### src/rtl/rfc_pkg.sv
package rfc_pkg;
  typedef enum logic [2:0] {
    ST_IDLE,
    ST_LEAD,
    ST_HIGH,
    ST_LOW,
    ST_TRAIL,
    ST_LATCH
  } seq_state_t;

  // Control register field positions (decoded by the external register)
  localparam int unsigned FLD_PWR  = 0;
  localparam int unsigned FLD_TX   = 1;
  localparam int unsigned FLD_RX   = 2;
  localparam int unsigned FLD_PA5  = 3;
  localparam int unsigned FLD_PA2  = 4;
  localparam int unsigned GUARD_W  = 5;
endpackage

### src/rtl/rfc_phase_gen.sv
module rfc_phase_gen #(
  parameter int unsigned HALF_DIV = 2
) (
  input  logic clk,
  input  logic rst,
  input  logic run,
  output logic tick
);
  localparam int unsigned CNT_W = (HALF_DIV > 1) ? $clog2(HALF_DIV) : 1;

  logic [CNT_W-1:0] cnt;

  assign tick = run && (cnt == CNT_W'(HALF_DIV - 1));

  always_ff @(posedge clk) begin
    if (rst || !run) begin
      cnt <= '0;
    end else if (tick) begin
      cnt <= '0;
    end else begin
      cnt <= cnt + 1'b1;
    end
  end
endmodule

### src/rtl/rfc_guard.sv
module rfc_guard
  import rfc_pkg::*;
(
  input  logic [GUARD_W-1:0] fields,
  output logic               pa_clash,
  output logic               dir_clash
);
  assign pa_clash  = fields[FLD_PA5] & fields[FLD_PA2];
  assign dir_clash = fields[FLD_TX]  & fields[FLD_RX];
endmodule

### src/rtl/rfc_sync.sv
module rfc_sync #(
  parameter int unsigned STAGES = 2
) (
  input  logic clk,
  input  logic rst,
  input  logic din,
  output logic dout
);
  logic [STAGES-1:0] pipe;

  generate
    if (STAGES == 1) begin : g_one
      always_ff @(posedge clk) begin
        if (rst) pipe <= '0;
        else     pipe <= din;
      end
    end else begin : g_many
      always_ff @(posedge clk) begin
        if (rst) pipe <= '0;
        else     pipe <= {pipe[STAGES-2:0], din};
      end
    end
  endgenerate

  assign dout = pipe[STAGES-1];
endmodule

### src/rtl/rfc_engine.sv
module rfc_engine
  import rfc_pkg::*;
#(
  parameter int unsigned XW = 18,
  parameter int unsigned CW = 8
) (
  input  logic          clk,
  input  logic          rst,
  input  logic          start,
  input  logic          is_reg,
  input  logic [XW-1:0] word,
  input  logic          tick,
  output logic          busy,
  output logic          sclk,
  output logic          sdata,
  output logic          sel_n,
  output logic          latch,
  output logic          commit
);
  localparam int unsigned BCW = $clog2(XW);

  seq_state_t     state;
  logic           half;
  logic           kind_q;
  logic [XW-1:0]  shreg;
  logic [BCW-1:0] bits_left;
  logic [XW-1:0]  rev_word;
  logic [XW-1:0]  load_word;
  logic           last_bit;

  // Register words go out bit 0 first: mirror them into the top of the shifter
  always_comb begin
    rev_word = '0;
    for (int i = 0; i < CW; i++) begin
      rev_word[XW-1-i] = word[i];
    end
  end

  assign load_word = is_reg ? rev_word : word;
  assign last_bit  = (bits_left == '0);
  assign commit    = (state == ST_HIGH) && tick && last_bit && kind_q;

  always_ff @(posedge clk) begin
    if (rst) begin
      state     <= ST_IDLE;
      half      <= 1'b0;
      kind_q    <= 1'b0;
      shreg     <= '0;
      bits_left <= '0;
      busy      <= 1'b0;
      sclk      <= 1'b0;
      sdata     <= 1'b0;
      sel_n     <= 1'b1;
      latch     <= 1'b0;
    end else begin
      case (state)
        ST_IDLE: begin
          if (start) begin
            kind_q    <= is_reg;
            shreg     <= load_word;
            sdata     <= load_word[XW-1];
            bits_left <= is_reg ? BCW'(CW - 1) : BCW'(XW - 1);
            sel_n     <= is_reg;
            busy      <= 1'b1;
            half      <= 1'b0;
            state     <= ST_LEAD;
          end
        end
        ST_LEAD: begin
          if (tick) begin
            if (half) begin
              half  <= 1'b0;
              sclk  <= 1'b1;
              state <= ST_HIGH;
            end else begin
              half <= 1'b1;
            end
          end
        end
        ST_HIGH: begin
          if (tick) begin
            sclk  <= 1'b0;
            shreg <= shreg << 1;
            if (last_bit) begin
              sdata <= 1'b0;
              half  <= 1'b0;
              if (kind_q) begin
                latch <= 1'b1;
                state <= ST_LATCH;
              end else begin
                state <= ST_TRAIL;
              end
            end else begin
              sdata     <= shreg[XW-2];
              bits_left <= bits_left - 1'b1;
              state     <= ST_LOW;
            end
          end
        end
        ST_LOW: begin
          if (tick) begin
            sclk  <= 1'b1;
            state <= ST_HIGH;
          end
        end
        ST_TRAIL: begin
          if (tick) begin
            if (half) begin
              sel_n <= 1'b1;
              busy  <= 1'b0;
              state <= ST_IDLE;
            end else begin
              half <= 1'b1;
            end
          end
        end
        ST_LATCH: begin
          if (tick) begin
            if (half) begin
              latch <= 1'b0;
              busy  <= 1'b0;
              state <= ST_IDLE;
            end else begin
              half <= 1'b1;
            end
          end
        end
        default: state <= ST_IDLE;
      endcase
    end
  end
endmodule

### src/rtl/rf_ctl_top.sv
module rf_ctl_top
  import rfc_pkg::*;
#(
  parameter int unsigned XW          = 18,
  parameter int unsigned CW          = 8,
  parameter int unsigned AW          = 3,
  parameter int unsigned HALF_DIV    = 2,
  parameter int unsigned SYNC_STAGES = 2
) (
  input  logic          clk,
  input  logic          rst,
  input  logic          req_valid,
  input  logic          req_is_reg,
  input  logic [XW-1:0] req_word,
  output logic          busy,
  output logic          reject,
  output logic          ser_clk,
  output logic          ser_data,
  output logic          xcvr_sel_n,
  output logic          reg_latch,
  output logic [CW-1:0] ctrl_state,
  input  logic          ant_wr,
  input  logic [AW-1:0] ant_din,
  output logic [AW-1:0] ant_sel,
  input  logic          lock_raw,
  output logic          lock_ok
);
  logic          tick;
  logic          accept;
  logic          pa_clash;
  logic          dir_clash;
  logic          illegal;
  logic          start;
  logic          commit;
  logic [CW-1:0] ctrl_pend;

  rfc_guard u_guard (
    .fields    (req_word[GUARD_W-1:0]),
    .pa_clash  (pa_clash),
    .dir_clash (dir_clash)
  );

  assign accept  = req_valid && !busy;
  assign illegal = req_is_reg && (pa_clash || dir_clash);
  assign start   = accept && !illegal;

  rfc_phase_gen #(.HALF_DIV(HALF_DIV)) u_phase (
    .clk  (clk),
    .rst  (rst),
    .run  (busy),
    .tick (tick)
  );

  rfc_engine #(.XW(XW), .CW(CW)) u_engine (
    .clk    (clk),
    .rst    (rst),
    .start  (start),
    .is_reg (req_is_reg),
    .word   (req_word),
    .tick   (tick),
    .busy   (busy),
    .sclk   (ser_clk),
    .sdata  (ser_data),
    .sel_n  (xcvr_sel_n),
    .latch  (reg_latch),
    .commit (commit)
  );

  always_ff @(posedge clk) begin
    if (rst) begin
      reject     <= 1'b0;
      ctrl_pend  <= '0;
      ctrl_state <= '0;
      ant_sel    <= '0;
    end else begin
      reject <= accept && illegal;
      if (start && req_is_reg) ctrl_pend  <= req_word[CW-1:0];
      if (commit)              ctrl_state <= ctrl_pend;
      if (ant_wr)              ant_sel    <= ant_din;
    end
  end

  rfc_sync #(.STAGES(SYNC_STAGES)) u_lock_sync (
    .clk  (clk),
    .rst  (rst),
    .din  (lock_raw),
    .dout (lock_ok)
  );
endmodule

### config.mk
export PLATFORM = sky130hd
export DESIGN_NAME = rf_ctl_top
export DESIGN_NICKNAME = d
export VERILOG_FILES = /design/src/rtl/rfc_pkg.sv /design/src/rtl/rfc_phase_gen.sv /design/src/rtl/rfc_guard.sv /design/src/rtl/rfc_sync.sv /design/src/rtl/rfc_engine.sv /design/src/rtl/rf_ctl_top.sv
export SDC_FILE = /design/constraint.sdc
export NUM_CORES = 1
export LEC_CHECK = 0
export BUFFER_PORTS_ARGS = -buffer_cell sky130_fd_sc_hd__buf_4
export CAP_MARGIN = 20
export CORE_AREA = 2 2 81 83
export CTS_CLUSTER_DIAMETER = 150
export CTS_CLUSTER_SIZE = 20
export DETAILED_ROUTE_END_ITERATION = 16
export DIE_AREA = 0 0 83 85
export SLEW_MARGIN = 15
export SYNTH_ARGS = -nofsm -noshare
export SYNTH_HDL_FRONTEND = slang
export SYNTH_SLANG_ARGS = --single-unit
### constraint.sdc
create_clock -name clk -period 2.2 [get_ports clk]
set_input_delay 0.33 -clock clk [delete_from_list [all_inputs] [get_ports clk]]
set_output_delay 0.33 -clock clk [all_outputs]
set_load 0.01 [all_outputs]
==> results of run 1 <==
layout make-up:
type	instances	area, um2	area share [%]
multi-input cells	215	1480	45.5
flip-flops and latches	55	1100	34.0
repair buffers	57	428	13.2
well taps	77	96.3	2.97
clock buffers	5	68.8	2.12
clock inverters	3	47.5	1.47
inverters	6	22.5	0.695
worst max-delay path, stage by stage (launching register included):
cell and delay (ps):
dfxtp_1 550, nand2_1 120, buf_4 180, nor3_1 410
nand2_1 110, a32o_1 260
sequential cells by signal, summed over array words and instances (netlist names):
register            count
ant_sel                 3
ctrl_pend               8
ctrl_state              8
reject                  1
u_engine.bits_left      5
u_engine.busy           1
u_engine.half           1
u_engine.kind_q         1
u_engine.latch          1
u_engine.sclk           1
u_engine.sdata          1
u_engine.sel_n          1
u_engine.shreg         17
u_engine.state          3
u_lock_sync.pipe        2
u_phase.cnt             1
through the flow:
| step | std cells | hold slack (ps) | setup slack (ps) | total power [W] | utilization [%] |
|---|---|---|---|---|---|
| after CTS | 418 | 221 | 460 | 0.00219 | 52.2 |
| after floorplan | 300 | 414 | 531 | 0.00135 | - |
| final | 418 | 228 | 474 | 0.00216 | 52.2 |
| after global placement | 410 | 433 | 457 | 0.00148 | 50.3 |
| after global routing | 418 | 237 | 315 | 0.00227 | 52.2 |
| after detailed placement | 410 | 436 | 399 | 0.00149 | 50.3 |
Yosys cell counts, drive strengths merged, types with 3 or more instances:
library cell	instances	area, um2
dfxtp	55	1100
mux2i	39	390
nor2	29	109
a21oi	24	120
o21ai	22	110
or3	18	113
clkbuf	17	65.1
nor2b	15	93.8
nand2	8	30.0
nor3	8	56.3
buf	7	41.3
mux2	7	78.8
inv	6	22.5
nand2b	5	31.3
a211oi	4	35.0
nor3b	3	22.5
routing by layer:
| layer | GRT usage [%] | routed length, um |
|---|---|---|
| met5 | 0 | 0 |
| met4 | 4.47 | 52 |
| met3 | 3.11 | 185 |
| met2 | 28.6 | 2930 |
| met1 | 23.8 | 2860 |
power by group through the flow:
| stage | clock network (W) | logic [W] | registers [W] |
|---|---|---|---|
| after floorplan | 0 | 0.000254 | 0.00110 |
| after global placement | 0 | 0.000377 | 0.00111 |
| after detailed placement | 0 | 0.000380 | 0.00111 |
| after CTS | 0.000720 | 0.000381 | 0.00109 |
| after global routing | 0.000753 | 0.000421 | 0.00109 |
| final | 0.000700 | 0.000378 | 0.00109 |
cell families after synthesis:
| kind of cell | share of synthesized area, % |
|---|---|
| mux | 17.3 |
| fa+ha+maj | 0.462 |
| buf+inv | 4.76 |
| xor+xnor | 0.324 |
| simple gates | 21.7 |
| compound gates | 14.7 |
| flops | 40.7 |
path summary, 6_finish.rpt:
path	slack [ps]	to	cells past startpoint	startpoint
worst max-delay path	470	u_engine.bits_left[2]	5	u_engine.busy
worst min-delay path	230	u_lock_sync.pipe[0]	2	lock_raw
worst max register to register	470	u_engine.bits_left[2]	5	u_engine.busy
worst min register to register	460	u_lock_sync.pipe[1]	1	u_lock_sync.pipe[0]
cell usage in the layout (no fill, tap or decap), types with 2 or more instances in the layout:
master,synthesis,layout
nand3b_1,2,2
or3_1,18,18
nand3_1,2,2
o211a_1,2,2
buf_4,1,57
o21ai_0,22,22
clkbuf_8,0,5
dfxtp_1,55,55
mux2i_1,39,39
nand2b_1,5,5
a21oi_1,24,24
nor3b_1,3,3
mux2_2,7,7
nand2_1,8,8
and3_1,2,2
a31oi_1,2,2
inv_1,6,6
a211oi_1,3,3
nor3_1,6,6
nor2_1,29,29
nor2b_1,15,15
o31ai_1,2,2
==> run_results.csv, run 1 <==
group,metric,value,unit
status,outcome,"finished, final reports clean",
clocking,clock-sinks,55,
clocking,cts_tree,"built",
clocking,insertion_delay,310,ps
clocking,clk_pin_slew,110,ps
synthesis,synth_cell_type_count,50,
power_and_ir_drop,power_density,668,mW/mm2
clocking,cts_hold_buf,0,
sta,slew_headroom,70.0,%
layout,syn_to_final_growth,19.8,%
floorplan,fp-row-count,29,
sta,period_needed,1730,ps
power_and_ir_drop,switchingPower,0.000589,W
sta,hold_viol,0,
drt,viasPerCell,5.32,
setup_path,worstSetupEndpointType,"flop",
place,gp_congestion,0.794,
clocking,cts.repair.resized,0,
global_route,overflow,0,
layout,nFillCells,607,
synthesis,syn_inst,300,
setup_path,worstPathRequired,2410,ps
power_and_ir_drop,combPwrFrac,17.5,%
synthesis,syn-cell-area,0.00271,mm2
drt,wl_per_cell,14.4,um
setup_path,crit_path_max_fanout,11,
sta,maxSlewViolCount,0,
synthesis,ys_ff_latch,55,
global_route,grt_pass1_vias,2106,
power_and_ir_drop,internal_power,0.00157,W
power_and_ir_drop,p_leak,1.44,nW
drt,vias,2225,
drt,drc,0,
synthesis,ys.flop_type,"dfxtp_1",
drt,ant_nets,0,
place,numPortBuffers,44,
synthesis,ys_seq_area_share,40.7,%
sta,tightest_slew,447,ps
clocking,numCtsBuffers,5,
place,dpl.hpwl,4.08,mm
synthesis,synth-async-reset-ratio,0,%
worst_hold_path,min_path_type,"in -> reg",
clocking,post-cts-setup-buffers,0,
layout,layout-drive-gt1-share,22.9,%
power_and_ir_drop,power.share.sequential,50.2,%
global_route,grt_antenna_before_repair,0,
sta,clock_skew,8.89,ps
global_route,grt_pass1_wl,10.2,mm
synthesis,avgSynthCellArea,9.02,um2
global_route,grt_max_degree,41,
synthesis,synth_enable_flop_cells,0,
floorplan,core-area,0.00620,mm2
global_route,grt_use_total,17.4,%
sta,rsz0062_at_grt,"no",
synthesis,yosysWarnings,0,
sta,post-route-period-util,78.5,%
power_and_ir_drop,p_sw_share,27.2,%
job,maxCapViolCount,0,
floorplan,start_util,43.6,%
power_and_ir_drop,ir_worst_vdd,0.000332,V
layout,fin_area,0.00324,mm2
layout,final_nets,368,
setup_path,start_kind,"flop",
sta,finalSetupTns,0,ps
synthesis,syn-num-nets,328,
floorplan,fp.dieH,85,um
drt,wl,6.03,mm
clocking,clock_path_buffers,2,
sta,setup_viol,0,
setup_path,path_class,"reg -> reg",
sta,fmax,0.579,GHz
floorplan,die_area,0.00706,mm2
place,placed_cell_area,0.00312,mm2
clocking,cts_root_buf,"clkbuf_8",
layout,n_antenna_cell,0,
floorplan,io_pins,45,
drt,dr.pass1.iters,4,
floorplan,die_w,83,um
setup_path,arrival,1940,ps
clocking,htreeDepth,2,
drt,drt_iter0_drc,105,
power_and_ir_drop,clkPwrFrac,32.3,%
Note: power is estimated with default switching activity, not from simulation.
==> run 2, diff against run 1 <==
==> constraint.sdc (replaced) <==
create_clock -name clk -period 1.7 [get_ports clk]
set_input_delay 0.255 -clock clk [delete_from_list [all_inputs] [get_ports clk]]
set_output_delay 0.255 -clock clk [all_outputs]
set_load 0.01 [all_outputs]
==> run 2 against run 1 <==
Effect of this change: sequential power up 28%; combinational power up 50%; fmax up 6.5%; flip-flop and latch count unchanged; first-iteration DRC count up 28%; cell area up 4.4%; critical path type unchanged; critical endpoint is now u_engine.shreg[2]; highest routed layer unchanged.
==> run_results.csv, run 2 (synthesis gave the netlist of run 1 again) <==
group,metric,value,unit
status,outcome,"finished, final reports clean",
power_and_ir_drop,switchingPower,0.000796,W
power_and_ir_drop,power.share.sequential,51.3,%
layout,syn_to_final_growth,25.1,%
global_route,grt_pass1_vias,2148,
power_and_ir_drop,combPwrFrac,20.7,%
setup_path,arrival,1870,ps
setup_path,critPathBufInv,1,
drt,dr.pass1.iters,4,
global_route,grt_use_total,17.5,%
global_route,overflow,0,
power_and_ir_drop,p_total,0.00274,W
power_and_ir_drop,ir_worst_vdd,0.000526,V
clocking,clock_path_buffers,2,
sta,tightest_slew,657,ps
power_and_ir_drop,power_density,809,mW/mm2
layout,fin_area,0.00338,mm2
layout,final_nets,379,
clocking,insertion_delay,320,ps
layout,final_cell_mix,"buf_4, dfxtp_1, mux2i_1, nor2_1, a21oi_1",
clocking,cts_tree,"built",
drt,wl_per_cell,14.5,um
sta,clock_skew,7.35,ps
clocking,numCtsBuffers,5,
drt,vias,2300,
layout,top_regs,"u_engine.shreg x17, ctrl_pend x8, ctrl_state x8",
sta,rsz0062_at_grt,"no",
sta,whs,141,ps
sta,slew_headroom,56.2,%
layout,largest_reg_flops,17,
sta,hold_viol,0,
sta,setup_ws,79.3,ps
job,maxCapViolCount,0,
sta,post-route-period-util,95.3,%
sta,finalSetupTns,0,ps
sta,fmax,0.617,GHz
setup_path,path_class,"reg -> reg",
floorplan,io_pins,45,
power_and_ir_drop,internal_power,0.00194,W
layout,regMostFlops,"u_engine.shreg",
global_route,grt_antenna_before_repair,0,
power_and_ir_drop,p_leak,1.51,nW
floorplan,die_w,83,um
clocking,cts_root_buf,"clkbuf_8",
floorplan,fp.dieH,85,um
layout,n_antenna_cell,0,
clocking,clock-sinks,55,
layout,mostFrequentLayoutCell,"buf_4",
setup_path,worstSetupEndpointType,"flop",
drt,viasPerCell,5.36,
floorplan,die_area,0.00706,mm2
sta,maxSlewViolCount,0,
place,place_ws,37.7,ps
setup_path,start_kind,"flop",
power_and_ir_drop,clkPwrFrac,28.1,%
global_route,grt_max_degree,61,
place,placed_cell_area,0.00325,mm2
setup_path,worst_path_dominant_cell_family,"simple AND/OR/NAND/NOR gates",
floorplan,fp-row-count,29,
setup_path,crit_chain,"or3b_4 -> buf_12 -> mux2i_1 -> or3_1 -> a21oi_1",
setup_path,crit_path_max_fanout,19,
power_and_ir_drop,p_sw_share,29.1,%
drt,ant_nets,0,
sta,setup_viol,0,
clocking,cts_hold_buf,0,
floorplan,core-area,0.00620,mm2
global_route,grt_pass1_wl,10.2,mm
clocking,clk_pin_slew,110,ps
layout,layout-drive-gt1-share,27.3,%
worst_hold_path,min_path_type,"in -> reg",
drt,drt_iter0_drc,134,
setup_path,critPathMaxStageDelay,440,ps
floorplan,start_util,43.6,%
place,numPortBuffers,44,
place,dpl.hpwl,4.05,mm
setup_path,crit_path_top_delay_cell,"or3b_4",
place,gp_congestion,0.830,
sta,period_needed,1620,ps
drt,wl,6.20,mm
clocking,htreeDepth,2,
setup_path,worstPathRequired,1950,ps
drt,drc,0,
-- run 2: cell count changes in the layout (fill, tap and decap cells not counted), sizes merged --
cell	previous run	this run
buf	57	68
bufinv	1	0
clkinv	1	2
clkinvlp	0	1
inv	7	6
-- run 2: power by group through the flow --
stage / Combinational, W / Clock [W] / Sequential, W
after floorplan: 0.000329 / 0 / 0.00142
after global placement: 0.000544 / 0 / 0.00143
after detailed placement: 0.000549 / 0 / 0.00143
after CTS: 0.000550 / 0.000791 / 0.00140
after global routing: 0.000623 / 0.000838 / 0.00141
final: 0.000566 / 0.000768 / 0.00140
-- run 2: routing by layer --
metal / vias up / GRT usage (%) / routed length (um)
met5: - / 0 / 0
met4: 0 / 5.22 / 61
met3: 6 / 5.06 / 234
met2: 35 / 27.4 / 2930
met1: 1090 / 23.6 / 2980
li1: 1169 / - / -
-- run 2: timing repair --
action | 4_1_cts | 5_1_grt
setup endpoints to repair | 0 | 24
resized for setup | 0 | 9
endpoints found under the hold margin | 0 | 0
buffers inserted | 0 | 1
-- run 2: worst paths after layout --
check / from / endpoint / slack, ps / cells after the start
worst max-delay path: u_engine.state[0] / u_engine.shreg[2] / 80 / 5
worst min-delay path: lock_raw / u_lock_sync.pipe[0] / 140 / 2
worst max register to register: u_engine.state[0] / u_engine.shreg[2] / 80 / 5
worst min register to register: u_lock_sync.pipe[0] / u_lock_sync.pipe[1] / 460 / 1
-- run 2: final cells by class --
class	count	area (um2)
fill	594	2820
multi-input combinational	215	1510
sequential	55	1100
timing repair buffer	68	561
tap	77	96.3
clock buffer	5	68.8
clock inverter	3	25.0
inverter	6	22.5
-- run 2: metrics by stage --
stage	cells	utilization, %
4_1_cts	428	53.9
3_5_place_dp	420	52.3
3_3_place_gp	420	52.3
2_1_floorplan	300	-
6_report	429	54.5
5_1_grt	429	54.5
==> run 3, diff against run 2 <==
--- a/config.mk
+++ b/config.mk
@@ -5,13 +5,15 @@
 export SDC_FILE = /design/constraint.sdc
 export NUM_CORES = 1
 export LEC_CHECK = 0
+export ABC_CLOCK_PERIOD_IN_PS = 1700
 export BUFFER_PORTS_ARGS = -buffer_cell sky130_fd_sc_hd__buf_4
 export CAP_MARGIN = 20
-export CORE_AREA = 2 2 81 83
+export CORE_AREA = 2 2 73 75
 export CTS_CLUSTER_DIAMETER = 150
 export CTS_CLUSTER_SIZE = 20
 export DETAILED_ROUTE_END_ITERATION = 16
-export DIE_AREA = 0 0 83 85
+export DIE_AREA = 0 0 75 77
+export PLACE_DENSITY = 0.77
 export SLEW_MARGIN = 15
 export SYNTH_ARGS = -nofsm -noshare
 export SYNTH_HDL_FRONTEND = slang
==> run 3 against run 2 <==
Effect of this change: cell area is 1.2% higher; power is 5.9% higher; worst hold slack better by 28 ps; cell count is 0.93% lower; largest cell class unchanged.
==> run_results.csv, run 3 (synthesis gave the netlist of run 1 again) <==
group,metric,value,unit
drt,vias,2364,
clocking,clock_path_buffers,2,
drt,wl,6.15,mm
floorplan,start_util,54.3,%
setup_path,crit_path_max_fanout,35,
power_and_ir_drop,p_leak,1.54,nW
global_route,grt_max_degree,61,
clocking,clk_pin_slew,110,ps
layout,layout-drive-gt1-share,27.9,%
global_route,grt_use_total,21.8,%
sta,setup_viol,0,
sta,rsz0062_at_grt,"yes",
floorplan,io_pins,45,
floorplan,fp.dieH,77,um
floorplan,die_w,75,um
sta,maxSlewViolCount,0,
sta,slew_headroom,57.7,%
drt,ant_nets,0,
global_route,grt_antenna_before_repair,0,
job,maxCapViolCount,0,
layout,syn_to_final_growth,26.6,%
status,outcome,"finished, final reports clean",
global_route,grt_pass1_vias,2160,
clocking,htreeDepth,2,
sta,period_needed,1640,ps
sta,clock_skew,8.83,ps
setup_path,worstSetupEndpointType,"flop",
drt,drt_iter0_drc,190,
layout,final_nets,382,
drt,wl_per_cell,14.5,um
drt,viasPerCell,5.56,
clocking,numCtsBuffers,5,
setup_path,start_kind,"flop",
setup_path,worstPathRequired,1940,ps
layout,final_cell_mix,"buf_4, dfxtp_1, mux2i_1, nor2_1, a21oi_1",
sta,hold_viol,0,
place,numPortBuffers,44,
layout,largest_reg_flops,17,
layout,regMostFlops,"u_engine.shreg",
floorplan,die_area,0.00578,mm2
place,place_ws,25.1,ps
sta,tightest_slew,634,ps
clocking,cts_root_buf,"clkbuf_8",
place,dpl.hpwl,4.24,mm
clocking,cts_tree,"built",
clocking,insertion_delay,310,ps
sta,fmax,0.609,GHz
worst_hold_path,min_path_type,"in -> reg",
global_route,grt_pass1_wl,9.90,mm
global_route,overflow,0,
layout,top_regs,"u_engine.shreg x17, ctrl_pend x8, ctrl_state x8",
sta,finalSetupTns,0,ps
drt,drc,0,
drt,dr.pass1.iters,4,
floorplan,fp-row-count,26,
setup_path,path_class,"reg -> reg",
sta,whs,169,ps
setup_path,r2r-start,"u_engine.state[0]",
setup_path,arrival,1880,ps
layout,n_antenna_cell,0,
place,gp_congestion,0.859,
floorplan,core-area,0.00498,mm2
worst_hold_path,hold_start,"lock_raw",
sta,post-route-period-util,96.6,%
sta,setup_ws,58.5,ps
power_and_ir_drop,power_density,847,mW/mm2
clocking,clock-sinks,55,
power_and_ir_drop,ir_worst_vdd,0.000540,V
layout,mostFrequentLayoutCell,"buf_4",
setup_path,cp-startpoint,"u_engine.state[0]",
==> run 3: changes by cell type in the layout (fill, tap and decap cells not counted) <==
cell and delta:
clkinv_4 -2, clkinvlp_4 -1, a221oi_1 +1, a211oi_2 +1, a221oi_2 -1, buf_4 +2
buf_6 +1, inv_6 +1, a211oi_1 -1, bufinv_16 +1, inv_8 +1
==> run 3: what timing repair did <==
action | 4_1_cts | 5_1_grt
endpoints found under the hold margin | 0 | 0
gates resized for setup | 1 | 9
hold buffers | 0 | 0
pin swaps | 0 | 1
setup endpoints to repair | 1 | 18
buffers inserted | 0 | 2
==> run 3: worst max-delay path: stages (launching register included) <==
cell     delay [ps]
dfxtp_1         330
buf_4           150
or2_0           240
a21o_1          200
buf_12          160
or3_1           350
a21oi_1         150
==> run 3: metrics by stage <==
| stage | cell area [um2] | util [%] | cells | total power (W) |
|---|---|---|---|---|
| 4_1_cts | 3380 | 67.8 | 423 | 0.00289 |
| 2_1_floorplan | 2710 | - | 300 | 0.00175 |
| 6_report | 3420 | 68.8 | 425 | 0.00290 |
| 5_1_grt | 3420 | 68.8 | 425 | 0.00303 |
| 3_3_place_gp | 3250 | 65.4 | 415 | 0.00197 |
| 3_5_place_dp | 3250 | 65.4 | 415 | 0.00199 |
==> run 3: final timing paths <==
path | to | slack, ps | cells past startpoint
setup / recovery | u_engine.shreg[9] | 60 | 6
hold / removal | u_lock_sync.pipe[0] | 170 | 2
setup reg to reg | u_engine.shreg[9] | 60 | 6
hold reg to reg | u_lock_sync.pipe[1] | 450 | 1
==> run 3: metal layers <==
| metal | GRT usage (%) | vias up | routed length (um) |
|---|---|---|---|
| li1 | - | 1178 | - |
| met1 | 28.5 | 1130 | 2790 |
| met2 | 35.9 | 48 | 3080 |
| met3 | 3.94 | 8 | 190 |
| met4 | 6.79 | 0 | 85 |
| met5 | 0 | - | 0 |
==> run 3: area by class of cell <==
type                       instances  area, um2
clock buffer                       5       68.8
clock inverter                     3       50.0
fill                             409       1550
inverter                           6       22.5
multi-input combinational        215       1510
sequential                        55       1100
tap                               70       87.6
timing repair buffer              71        587
==> run 3: power by group <==
part	internal, W	switching, W
Sequential	0.00136	0.0000436
Clock	0.000455	0.000457
Combinational	0.000300	0.000286
Total	0.00211	0.000787
